--- src/rtl/lsr_pkg.sv ---
package lsr_pkg;
  localparam int NUM_FLUSH = 3;
  localparam int FL_FETCH  = 0;
  localparam int FL_DECODE = 1;
  localparam int FL_EXEC   = 2;
  typedef logic [NUM_FLUSH-1:0] flush_vec_t;
  localparam flush_vec_t FLUSH_ALL  = '1;
  localparam flush_vec_t FLUSH_NONE = '0;
endpackage

--- src/rtl/lsr_compare.sv ---
module lsr_compare #(
  parameter int PC_W   = 32,
  parameter int DATA_W = 32,
  parameter bit CMP_PC = 1'b1
) (
  input  logic              a_valid,
  input  logic [PC_W-1:0]   a_pc,
  input  logic [DATA_W-1:0] a_res,
  input  logic              b_valid,
  input  logic [PC_W-1:0]   b_pc,
  input  logic [DATA_W-1:0] b_res,
  output logic              differ,
  output logic              agree,
  output logic [PC_W-1:0]   fail_pc
);
  logic pc_ne;
  logic res_ne;
  logic any_v;

  generate
    if (CMP_PC) begin : g_pc_cmp
      assign pc_ne = (a_pc != b_pc);
    end else begin : g_no_pc_cmp
      assign pc_ne = 1'b0;
    end
  endgenerate

  assign res_ne = (a_res != b_res);
  assign any_v  = a_valid | b_valid;

  always_comb begin
    differ = 1'b0;
    if (any_v) begin
      if (a_valid != b_valid) differ = 1'b1;
      else if (pc_ne || res_ne) differ = 1'b1;
    end
  end

  assign agree   = a_valid & b_valid & ~pc_ne & ~res_ne;
  assign fail_pc = a_valid ? a_pc : b_pc;
endmodule

--- src/rtl/lsr_satcnt.sv ---
module lsr_satcnt #(
  parameter int W = 8
) (
  input  logic         clk,
  input  logic         rst,
  input  logic         inc,
  output logic [W-1:0] count
);
  localparam logic [W-1:0] TOP = '1;

  always_ff @(posedge clk) begin
    if (rst) count <= '0;
    else if (inc && count != TOP) count <= count + 1'b1;
  end
endmodule

--- src/rtl/lsr_streak.sv ---
module lsr_streak #(
  parameter int PC_W        = 32,
  parameter int RETRY_LIMIT = 3
) (
  input  logic            clk,
  input  logic            rst,
  input  logic            fail_ev,
  input  logic            pass_ev,
  input  logic [PC_W-1:0] ev_pc,
  output logic            persist
);
  localparam int ST_W = $clog2(RETRY_LIMIT + 1);
  localparam logic [ST_W-1:0] LIMIT = ST_W'(RETRY_LIMIT);

  logic [PC_W-1:0] last_pc;
  logic            tracking;
  logic [ST_W-1:0] run_len;
  logic [ST_W-1:0] next_len;
  logic            same_pc;

  assign same_pc = tracking && (ev_pc == last_pc);

  always_comb begin
    if (same_pc) next_len = (run_len == LIMIT) ? LIMIT : run_len + 1'b1;
    else         next_len = ST_W'(1);
  end

  always_ff @(posedge clk) begin
    if (rst) begin
      last_pc  <= '0;
      tracking <= 1'b0;
      run_len  <= '0;
      persist  <= 1'b0;
    end else if (fail_ev) begin
      last_pc  <= ev_pc;
      tracking <= 1'b1;
      run_len  <= next_len;
      if (next_len >= LIMIT) persist <= 1'b1;
    end else if (pass_ev && same_pc) begin
      tracking <= 1'b0;
      run_len  <= '0;
    end
  end
endmodule

--- src/rtl/lockstep_rollback_ctl.sv ---
module lockstep_rollback_ctl
  import lsr_pkg::*;
#(
  parameter int PC_W        = 32,
  parameter int DATA_W      = 32,
  parameter int CNT_W       = 8,
  parameter int RETRY_LIMIT = 3
) (
  input  logic              clk,
  input  logic              rst,
  input  logic              a_ex_valid,
  input  logic [PC_W-1:0]   a_ex_pc,
  input  logic [DATA_W-1:0] a_ex_result,
  input  logic              b_ex_valid,
  input  logic [PC_W-1:0]   b_ex_pc,
  input  logic [DATA_W-1:0] b_ex_result,
  output logic [2:0]        flush_o,
  output logic              redirect_valid_o,
  output logic [PC_W-1:0]   redirect_pc_o,
  output logic              wb_kill_o,
  output logic [CNT_W-1:0]  recovery_count_o,
  output logic              persist_fault_o
);
  logic            differ;
  logic            agree;
  logic [PC_W-1:0] fail_pc;
  logic            start_rec;
  logic            pass_ok;
  flush_vec_t      flush_q;
  logic            redir_q;
  logic            kill_q;
  logic [PC_W-1:0] redir_pc_q;

  lsr_compare #(.PC_W(PC_W), .DATA_W(DATA_W), .CMP_PC(1'b1)) u_cmp (
    .a_valid (a_ex_valid),
    .a_pc    (a_ex_pc),
    .a_res   (a_ex_result),
    .b_valid (b_ex_valid),
    .b_pc    (b_ex_pc),
    .b_res   (b_ex_result),
    .differ  (differ),
    .agree   (agree),
    .fail_pc (fail_pc)
  );

  // the stage being flushed this cycle carries a younger instruction: ignore it
  assign start_rec = differ & ~redir_q;
  assign pass_ok   = agree & ~redir_q;

  always_ff @(posedge clk) begin
    if (rst) begin
      flush_q    <= FLUSH_NONE;
      redir_q    <= 1'b0;
      kill_q     <= 1'b0;
      redir_pc_q <= '0;
    end else begin
      flush_q <= start_rec ? FLUSH_ALL : FLUSH_NONE;
      redir_q <= start_rec;
      kill_q  <= start_rec;
      if (start_rec) redir_pc_q <= fail_pc;
    end
  end

  lsr_satcnt #(.W(CNT_W)) u_cnt (
    .clk   (clk),
    .rst   (rst),
    .inc   (start_rec),
    .count (recovery_count_o)
  );

  lsr_streak #(.PC_W(PC_W), .RETRY_LIMIT(RETRY_LIMIT)) u_streak (
    .clk     (clk),
    .rst     (rst),
    .fail_ev (start_rec),
    .pass_ev (pass_ok),
    .ev_pc   (fail_pc),
    .persist (persist_fault_o)
  );

  assign flush_o          = flush_q;
  assign redirect_valid_o = redir_q;
  assign wb_kill_o        = kill_q;
  assign redirect_pc_o    = redir_pc_q;
endmodule

--- config.mk ---
export PLATFORM = sky130hd
export DESIGN_NAME = lockstep_rollback_ctl
export DESIGN_NICKNAME = d
export VERILOG_FILES = /design/src/rtl/lsr_pkg.sv /design/src/rtl/lsr_compare.sv /design/src/rtl/lsr_satcnt.sv /design/src/rtl/lsr_streak.sv /design/src/rtl/lockstep_rollback_ctl.sv
export SDC_FILE = /design/constraint.sdc
export NUM_CORES = 1
export LEC_CHECK = 0
export ABC_AREA = 0
export BUFFER_PORTS_ARGS = -buffer_cell sky130_fd_sc_hd__buf_2
export CELL_PAD_IN_SITES_DETAIL_PLACEMENT = 1
export CELL_PAD_IN_SITES_GLOBAL_PLACEMENT = 2
export CORE_UTILIZATION = 32
export DETAILED_ROUTE_END_ITERATION = 10
export MAX_ROUTING_LAYER = met4
export PLACE_DENSITY = 0.88
export SYNTH_ARGS = -nofsm -noshare
export SYNTH_HDL_FRONTEND = slang
export SYNTH_HIERARCHICAL = 1
export SYNTH_SLANG_ARGS = --single-unit
--- constraint.sdc ---
create_clock -name clk -period 6.9 [get_ports clk]
set_input_delay 1.38 -clock clk [delete_from_list [all_inputs] [get_ports clk]]
set_output_delay 1.38 -clock clk [all_outputs]
set_load 0.005 [all_outputs]
After elaboration in Yosys (flattened, before gate mapping)
Cells that the tools add are included.
{"block": "totals", "reg_bits": 48, "input_bits": 132, "out_inout_bits": 46, "wordCells": 42}
{"block": "op_classes", "n_addsub": 2, "order_cmp": 1, "n_eq_ne": 6, "mux": 11, "n_bitwise": 9, "reduce_logical": 6}
{"operator": "$ne A32 B32 Y1", "n": 2}
{"operator": "$eq A32 B32 Y1", "n": 1}
{"operator": "$mux W32", "n": 1}
{"operator": "$add A8 B1 Y8 const B", "n": 1}
{"operator": "$mux W2", "n": 4}
{"operator": "$ne A8 B8 Y1 const B", "n": 1}
{"operator": "$and A1 B1 Y1", "n": 5}
{"operator": "$mux W1", "n": 5}
{"operator": "$logic_and A1 B1 Y1", "n": 3}
{"operator": "$mux W3", "n": 1}
{"operator": "$not A1 Y1", "n": 3}
{"operator": "$add A2 B1 Y2 const B", "n": 1}
{"operator": "$eq A2 B2 Y1 const B", "n": 1}
{"operator": "$ge A2 B2 Y1 const B", "n": 1}
{"operator": "$reduce_and A2 Y1", "n": 1}
{"operator": "$reduce_bool A2 Y1", "n": 1}
{"operator": "$logic_or A1 B1 Y1", "n": 1}
{"operator": "$ne A1 B1 Y1", "n": 1}
{"operator": "$or A1 B1 Y1", "n": 1}

Logic depth before layout (Yosys ltp)
{"block": "logic_depth", "depth_word": 8, "depth_mapped": 13, "ltp_nobuf": 10}

Hierarchy
Netlist, hierarchy kept.
{"module": "lsr_streak", "n_inst": 1, "cells_each": 171, "area_each_um2": 1694.1}
{"module": "lockstep_rollback_ctl", "n_inst": 1, "cells_each": 152, "area_each_um2": 1520.2}
{"module": "lsr_compare", "n_inst": 1, "cells_each": 128, "area_each_um2": 1124.8}
{"module": "lsr_satcnt", "n_inst": 1, "cells_each": 46, "area_each_um2": 430.4}

Worst setup path before layout
Ideal clock, no wire load.
{"block": "synth_path", "path_type": "in2reg", "start": "input port a_ex_valid", "end": "register u_streak.last_pc[10]", "setup_time_ns": 0.128, "arrival_ns": 3.712, "required_time_ns": 6.772, "slack_ns": 3.061, "stages": 12, "cell_sequence": "clkbuf_1 -> buf_2 -> inv_1 -> ha_1 -> inv_1 -> a21oi_1 -> nor2b_4 -> buf_4 -> clkbuf_1 -> buf_2 -> mux2i_1 -> nor2_1"}
{"block": "synth_via", "elab_chain_len": 4, "elab_cells_between_ends": 6}
{"element": "start, declared", "line_no": "lockstep_rollback_ctl.sv:11", "rtl": "input logic a_ex_valid,"}
{"element": "$ne A1 B1 Y1", "line_no": "lsr_compare.sv:34", "rtl": "if (a_valid != b_valid) differ = 1'b1;"}
{"element": "$mux W1", "line_no": "lsr_compare.sv:34"}
{"element": "$mux W1 (*)", "line_no": "lsr_compare.sv:33", "rtl": "if (any_v) begin"}
{"element": "via differ", "line_no": "lockstep_rollback_ctl.sv:24", "rtl": "logic differ;"}
{"element": "$and A1 B1 Y1 (*)", "line_no": "lockstep_rollback_ctl.sv:47", "rtl": "assign start_rec = differ & ~redir_q;"}
{"element": "via start_rec", "line_no": "lockstep_rollback_ctl.sv:27", "rtl": "logic start_rec;"}
{"element": "end signal, assigned", "line_no": "lsr_streak.sv:35", "rtl": "last_pc <= ev_pc;"}
{"element": "end, declared", "line_no": "lsr_streak.sv:15", "rtl": "logic [PC_W-1:0] last_pc;"}
Mark *: on every way through the listed nets, which the timed path passes. The rest lies on a longest branch.
A chain may end at the register's enable or synchronous reset.

Final worst setup path
{"block": "layout_path", "start": "input port a_ex_valid", "end": "register u_streak.last_pc[14]"}
{"block": "layout_via", "elab_chain_len": 4, "elab_cells_between_ends": 6}
{"element": "$ne A1 B1 Y1", "line_no": "lsr_compare.sv:34"}
{"element": "$mux W1", "line_no": "lsr_compare.sv:34"}
{"element": "$mux W1 (*)", "line_no": "lsr_compare.sv:33"}
{"element": "via differ", "line_no": "lockstep_rollback_ctl.sv:24"}
{"element": "$and A1 B1 Y1 (*)", "line_no": "lockstep_rollback_ctl.sv:47"}
Marked as above.

==> flow_metrics.env <==
export IMPL_rr_endpoint="u_streak/last_pc[14]$_SDFFE_PP0P_"
export IMPL_ys_ff_latch=77
export IMPL_buffer_ports_inserted=177
export IMPL_syn_cell_area_sq_um=4770
export IMPL_maxCapViolCount=0
export IMPL_yosys_warnings=6
export IMPL_first_global_vias=4317
export IMPL_post_route_util_pct=41.64
export IMPL_setup_reg_to_reg_worst_slack_ns=4.63
export IMPL_synth_enable_flop_cells=0
export IMPL_drive_gt1_share_pct=36.16
export IMPL_timing_worst_setup_path_type="in -> reg"
export IMPL_n_fill_cell=1759
export IMPL_synthDominantAreaCellType="sky130_fd_sc_hd__dfxtp_1"
export IMPL_h_tree_depth=3
export IMPL_area_growth_synth_to_final_pct=26.89
export IMPL_die_area_sq_um=15400
export IMPL_holdPathEnd="redirect_pc_o[23]$_SDFFE_PP0P_"
export IMPL_combinationalPowerShare_pct=22.2
export IMPL_leakage_nw=2.647
export IMPL_worst_ir_drop_vdd_v=0.0001204
export IMPL_power_per_cell_area_nw_per_um2=209.4
export IMPL_synth_net_count=632
export IMPL_clockBufferDepth=2
export IMPL_core_rowCount=44
export IMPL_synth_seq_area_share_pct=32.32
export IMPL_cts_setup_buffers=0
export IMPL_hold_path_startpoint="redirect_pc_o[23]$_SDFFE_PP0P_"
export IMPL_wirelength_mm=14.16
export IMPL_antenna_cells=0
export IMPL_finalSetupViolCount=0
export IMPL_slew_headroom_pct=37.09
export IMPL_clock_skew_final_ns=0.006178
export IMPL_netlist_instances=497
export IMPL_yosysUniqueCellTypes=46
export IMPL_critical_path_max_fanout=34
export IMPL_die_w_microns=124.1
export IMPL_die_height_microns=124.1
export IMPL_grt_setup_unrepaired="false"
export IMPL_firstDrtPassIters=4
export IMPL_hold_path_class="reg -> reg"
export IMPL_hold_ws_ns=0.4622
export IMPL_post_synthesis_area_per_instance_sq_um=9.597
export IMPL_netlist_area_leader_share_pct=32.32
export IMPL_grt_start_max_net_pins=110
export IMPL_postSynth_asyncResetShare_pct=0
export IMPL_tightestPinTransition_ns=0.9416
export IMPL_final_max_slew_viol_count=0
export IMPL_final_min_period_over_clock_period_pct=68.80
export IMPL_cts_made_buffers=9
export IMPL_switching_power_as_a_share_of_total_power_pct=28.29
export IMPL_clockRootBuffer="sky130_fd_sc_hd__clkbuf_16"
export IMPL_seqCellArea_sq_um=1541
export IMPL_final_hold_violation_count=0
export IMPL_ios=178
export IMPL_clock_sinks=77
export IMPL_place_worst_setup_slack_ns=1.836
export IMPL_worstSkewPairLatency_ns=0.34
export IMPL_via_cell_ratio=4.982
export IMPL_nature_of_the_critical_path_endpoint="register"
export IMPL_ant_nets=0
export IMPL_residual_drc=0
export IMPL_floorplan_initialDensity_pct=32.82
export IMPL_placeableCoreArea_sq_um=14530
export IMPL_ff2ff_path_depth=5
export IMPL_sum_of_overflow_across_all_layers_after_global_routing=0
export IMPL_critical_path_arrival_ns=4.94
export IMPL_detail_route_iter0_violations=227
export IMPL_startpoint_type="primary input"
export IMPL_worst_endpoint_required_ns=7.09
export IMPL_pwr_share_clk_pct=38.2
export IMPL_vias=4210
export IMPL_cts_tree="built"
export IMPL_total_global_route_track_usage_pct=18.75
export IMPL_status="finished, final reports clean"
export IMPL_total_switching_power_w=0.0003584
export IMPL_finalNetCount=791
export IMPL_timing_fmax_mhz=210.6
export IMPL_antenna_found_initial=0
export IMPL_postCtsHoldBufs=0
export IMPL_min_delay_path_depth=2
export IMPL_crit_reg2reg_launch="flush_o[1]$_SDFF_PP0_"
export IMPL_synth_area_leaders="sky130_fd_sc_hd__dfxtp_1, sky130_fd_sc_hd__xor2_1, sky130_fd_sc_hd__mux2_2"
export IMPL_postLayoutSetupSlackWorst_ns=2.153
export IMPL_multi_input_comb_area_sq_um=3037
export IMPL_gp_routability_congestion=0.7949
export IMPL_synth_main_ff_cell="sky130_fd_sc_hd__dfxtp_1"
export IMPL_setup_tns_final_ns=0
export IMPL_dp_hpwl_mm=10.52
export IMPL_cellInternalPower_w=0.0009086
export IMPL_design_power_total_w=0.001267
export IMPL_wl_per_cell_microns=16.75
export IMPL_cts_repair_resize_count=0
export IMPL_period_minus_slack_ns=4.747
export IMPL_fraction_of_power_consumed_by_sequential_logic_pct=39.7
export IMPL_clock_slew_seen_by_the_registers_of_the_worst_setup_and_hold_paths_ns=0.06
export IMPL_global_route_wire_length_before_repair_mm=21.38
-- layout make-up --
cell class | count | area share, %
Sequential cell | 77 | 25.47
Timing Repair Buffer | 181 | 15.13
Clock buffer | 11 | 4.011
Tap cell | 184 | 3.804
Inverter | 7 | 0.4342
Multi-Input combinational cell | 380 | 50.18
Clock inverter | 5 | 0.9717
-- worst max-delay path, stage by stage --
cell and delay [ns]:
sky130_fd_sc_hd__buf_2 0.62, sky130_fd_sc_hd__inv_1 0.11, sky130_fd_sc_hd__ha_1 0.31, sky130_fd_sc_hd__inv_1 0.06, sky130_fd_sc_hd__a21oi_4 0.74, sky130_fd_sc_hd__nor2b_4 0.87
sky130_fd_sc_hd__buf_4 0.50, sky130_fd_sc_hd__mux2i_1 0.26, sky130_fd_sc_hd__nor2_1 0.06
-- power by group through the flow --
| stage | combinational, W | sequential [W] | clock [W] |
|---|---|---|---|
| 6_report | 0.000281 | 0.000503 | 0.000484 |
| 2_1_floorplan | 0.000173 | 0.000511 | 0 |
| 5_1_grt | 0.000309 | 0.000506 | 0.000513 |
| 3_5_place_dp | 0.000281 | 0.000512 | 0 |
| 3_3_place_gp | 0.000272 | 0.000510 | 0 |
| 4_1_cts | 0.000284 | 0.000503 | 0.000491 |
-- through the flow --
step	cell area [sq um]	instances
finish	6052	845
global route	6052	845
CTS	6052	845
detailed placement	5751	829
global placement	5751	829
floorplan	4770	497
-- per-layer routing --
layer | GRT usage (%) | up-vias | wire length (microns)
met5 | - | - | 0
met4 | 6.399 | 0 | 202
met2 | 33.08 | 120 | 7200
li1 | - | 2074 | -
met1 | 21.11 | 1999 | 5960
met3 | 3.480 | 17 | 791
-- layout by cell type (no fill, tap or decap), drive strengths merged, types with 3 or more instances in the layout --
cell type | synthesis | routed
nand2b | 33 | 33
xnor2 | 31 | 31
and4 | 3 | 3
nand4 | 14 | 14
nor3 | 4 | 4
buf | 20 | 181
xor2 | 64 | 64
nand3 | 3 | 3
ha | 3 | 3
mux2i | 33 | 33
nand2 | 7 | 7
nand4bb | 32 | 32
nor2b | 5 | 5
mux2 | 33 | 33
dfxtp | 77 | 77
inv | 7 | 8
o21ai | 34 | 34
nor4 | 18 | 18
a21oi | 6 | 6
nor2 | 36 | 36
clkbuf | 13 | 11
-- flip-flops by register name, indices dropped and copies added, names as in the netlist --
name	cells
flush_o	1
redirect_pc_o	32
u_cnt/count	8
u_streak/last_pc	32
u_streak/persist	1
u_streak/run_len	2
u_streak/tracking	1
-- cells in the mapped netlist, types with 12 or more instances --
cell                        number
sky130_fd_sc_hd__nand4_1        14
sky130_fd_sc_hd__nor4_1         16
sky130_fd_sc_hd__nor2_1         36
sky130_fd_sc_hd__clkbuf_1       12
sky130_fd_sc_hd__o21ai_1        30
sky130_fd_sc_hd__mux2_2         32
sky130_fd_sc_hd__xnor2_1        31
sky130_fd_sc_hd__nand2b_1       33
sky130_fd_sc_hd__nand4bb_1      32
sky130_fd_sc_hd__mux2i_1        33
sky130_fd_sc_hd__xor2_1         64
sky130_fd_sc_hd__dfxtp_1        77
-- how the worst max path moves through the flow --
stage	endpoint	slack, ns	startpoint	cells after the start
final	u_streak/last_pc[14]$_SDFFE_PP0P_	2.15	a_ex_valid	9
after global routing	u_streak/last_pc[26]$_SDFFE_PP0P_	1.85	a_ex_valid	9
after floorplan	u_streak/last_pc[10]$_SDFFE_PP0P_	3.06	a_ex_valid	12
after CTS	u_streak/last_pc[14]$_SDFFE_PP0P_	2.18	a_ex_valid	9
after detailed placement	u_streak/last_pc[14]$_SDFFE_PP0P_	1.84	a_ex_valid	9
after global placement	u_streak/last_pc[25]$_SDFFE_PP0P_	1.92	a_ex_valid	9
-- kinds of logic (layout without fill, tap and decap cells) --
| logic type | count (synthesis) | count (layout) | share of synthesized area (%) |
|---|---|---|---|
| buffers and inverters | 40 | 204 | 4.250 |
| xor gates and xnor gates | 95 | 95 | 17.44 |
| and+or+nand+nor | 162 | 162 | 23.14 |
| muxes | 66 | 66 | 14.80 |
| adders and majority gates | 3 | 3 | 0.7871 |
| DFF | 77 | 77 | 32.32 |
| AOI/OAI and AO/OA | 54 | 54 | 7.267 |
Power figures use the tool's default switching activity.
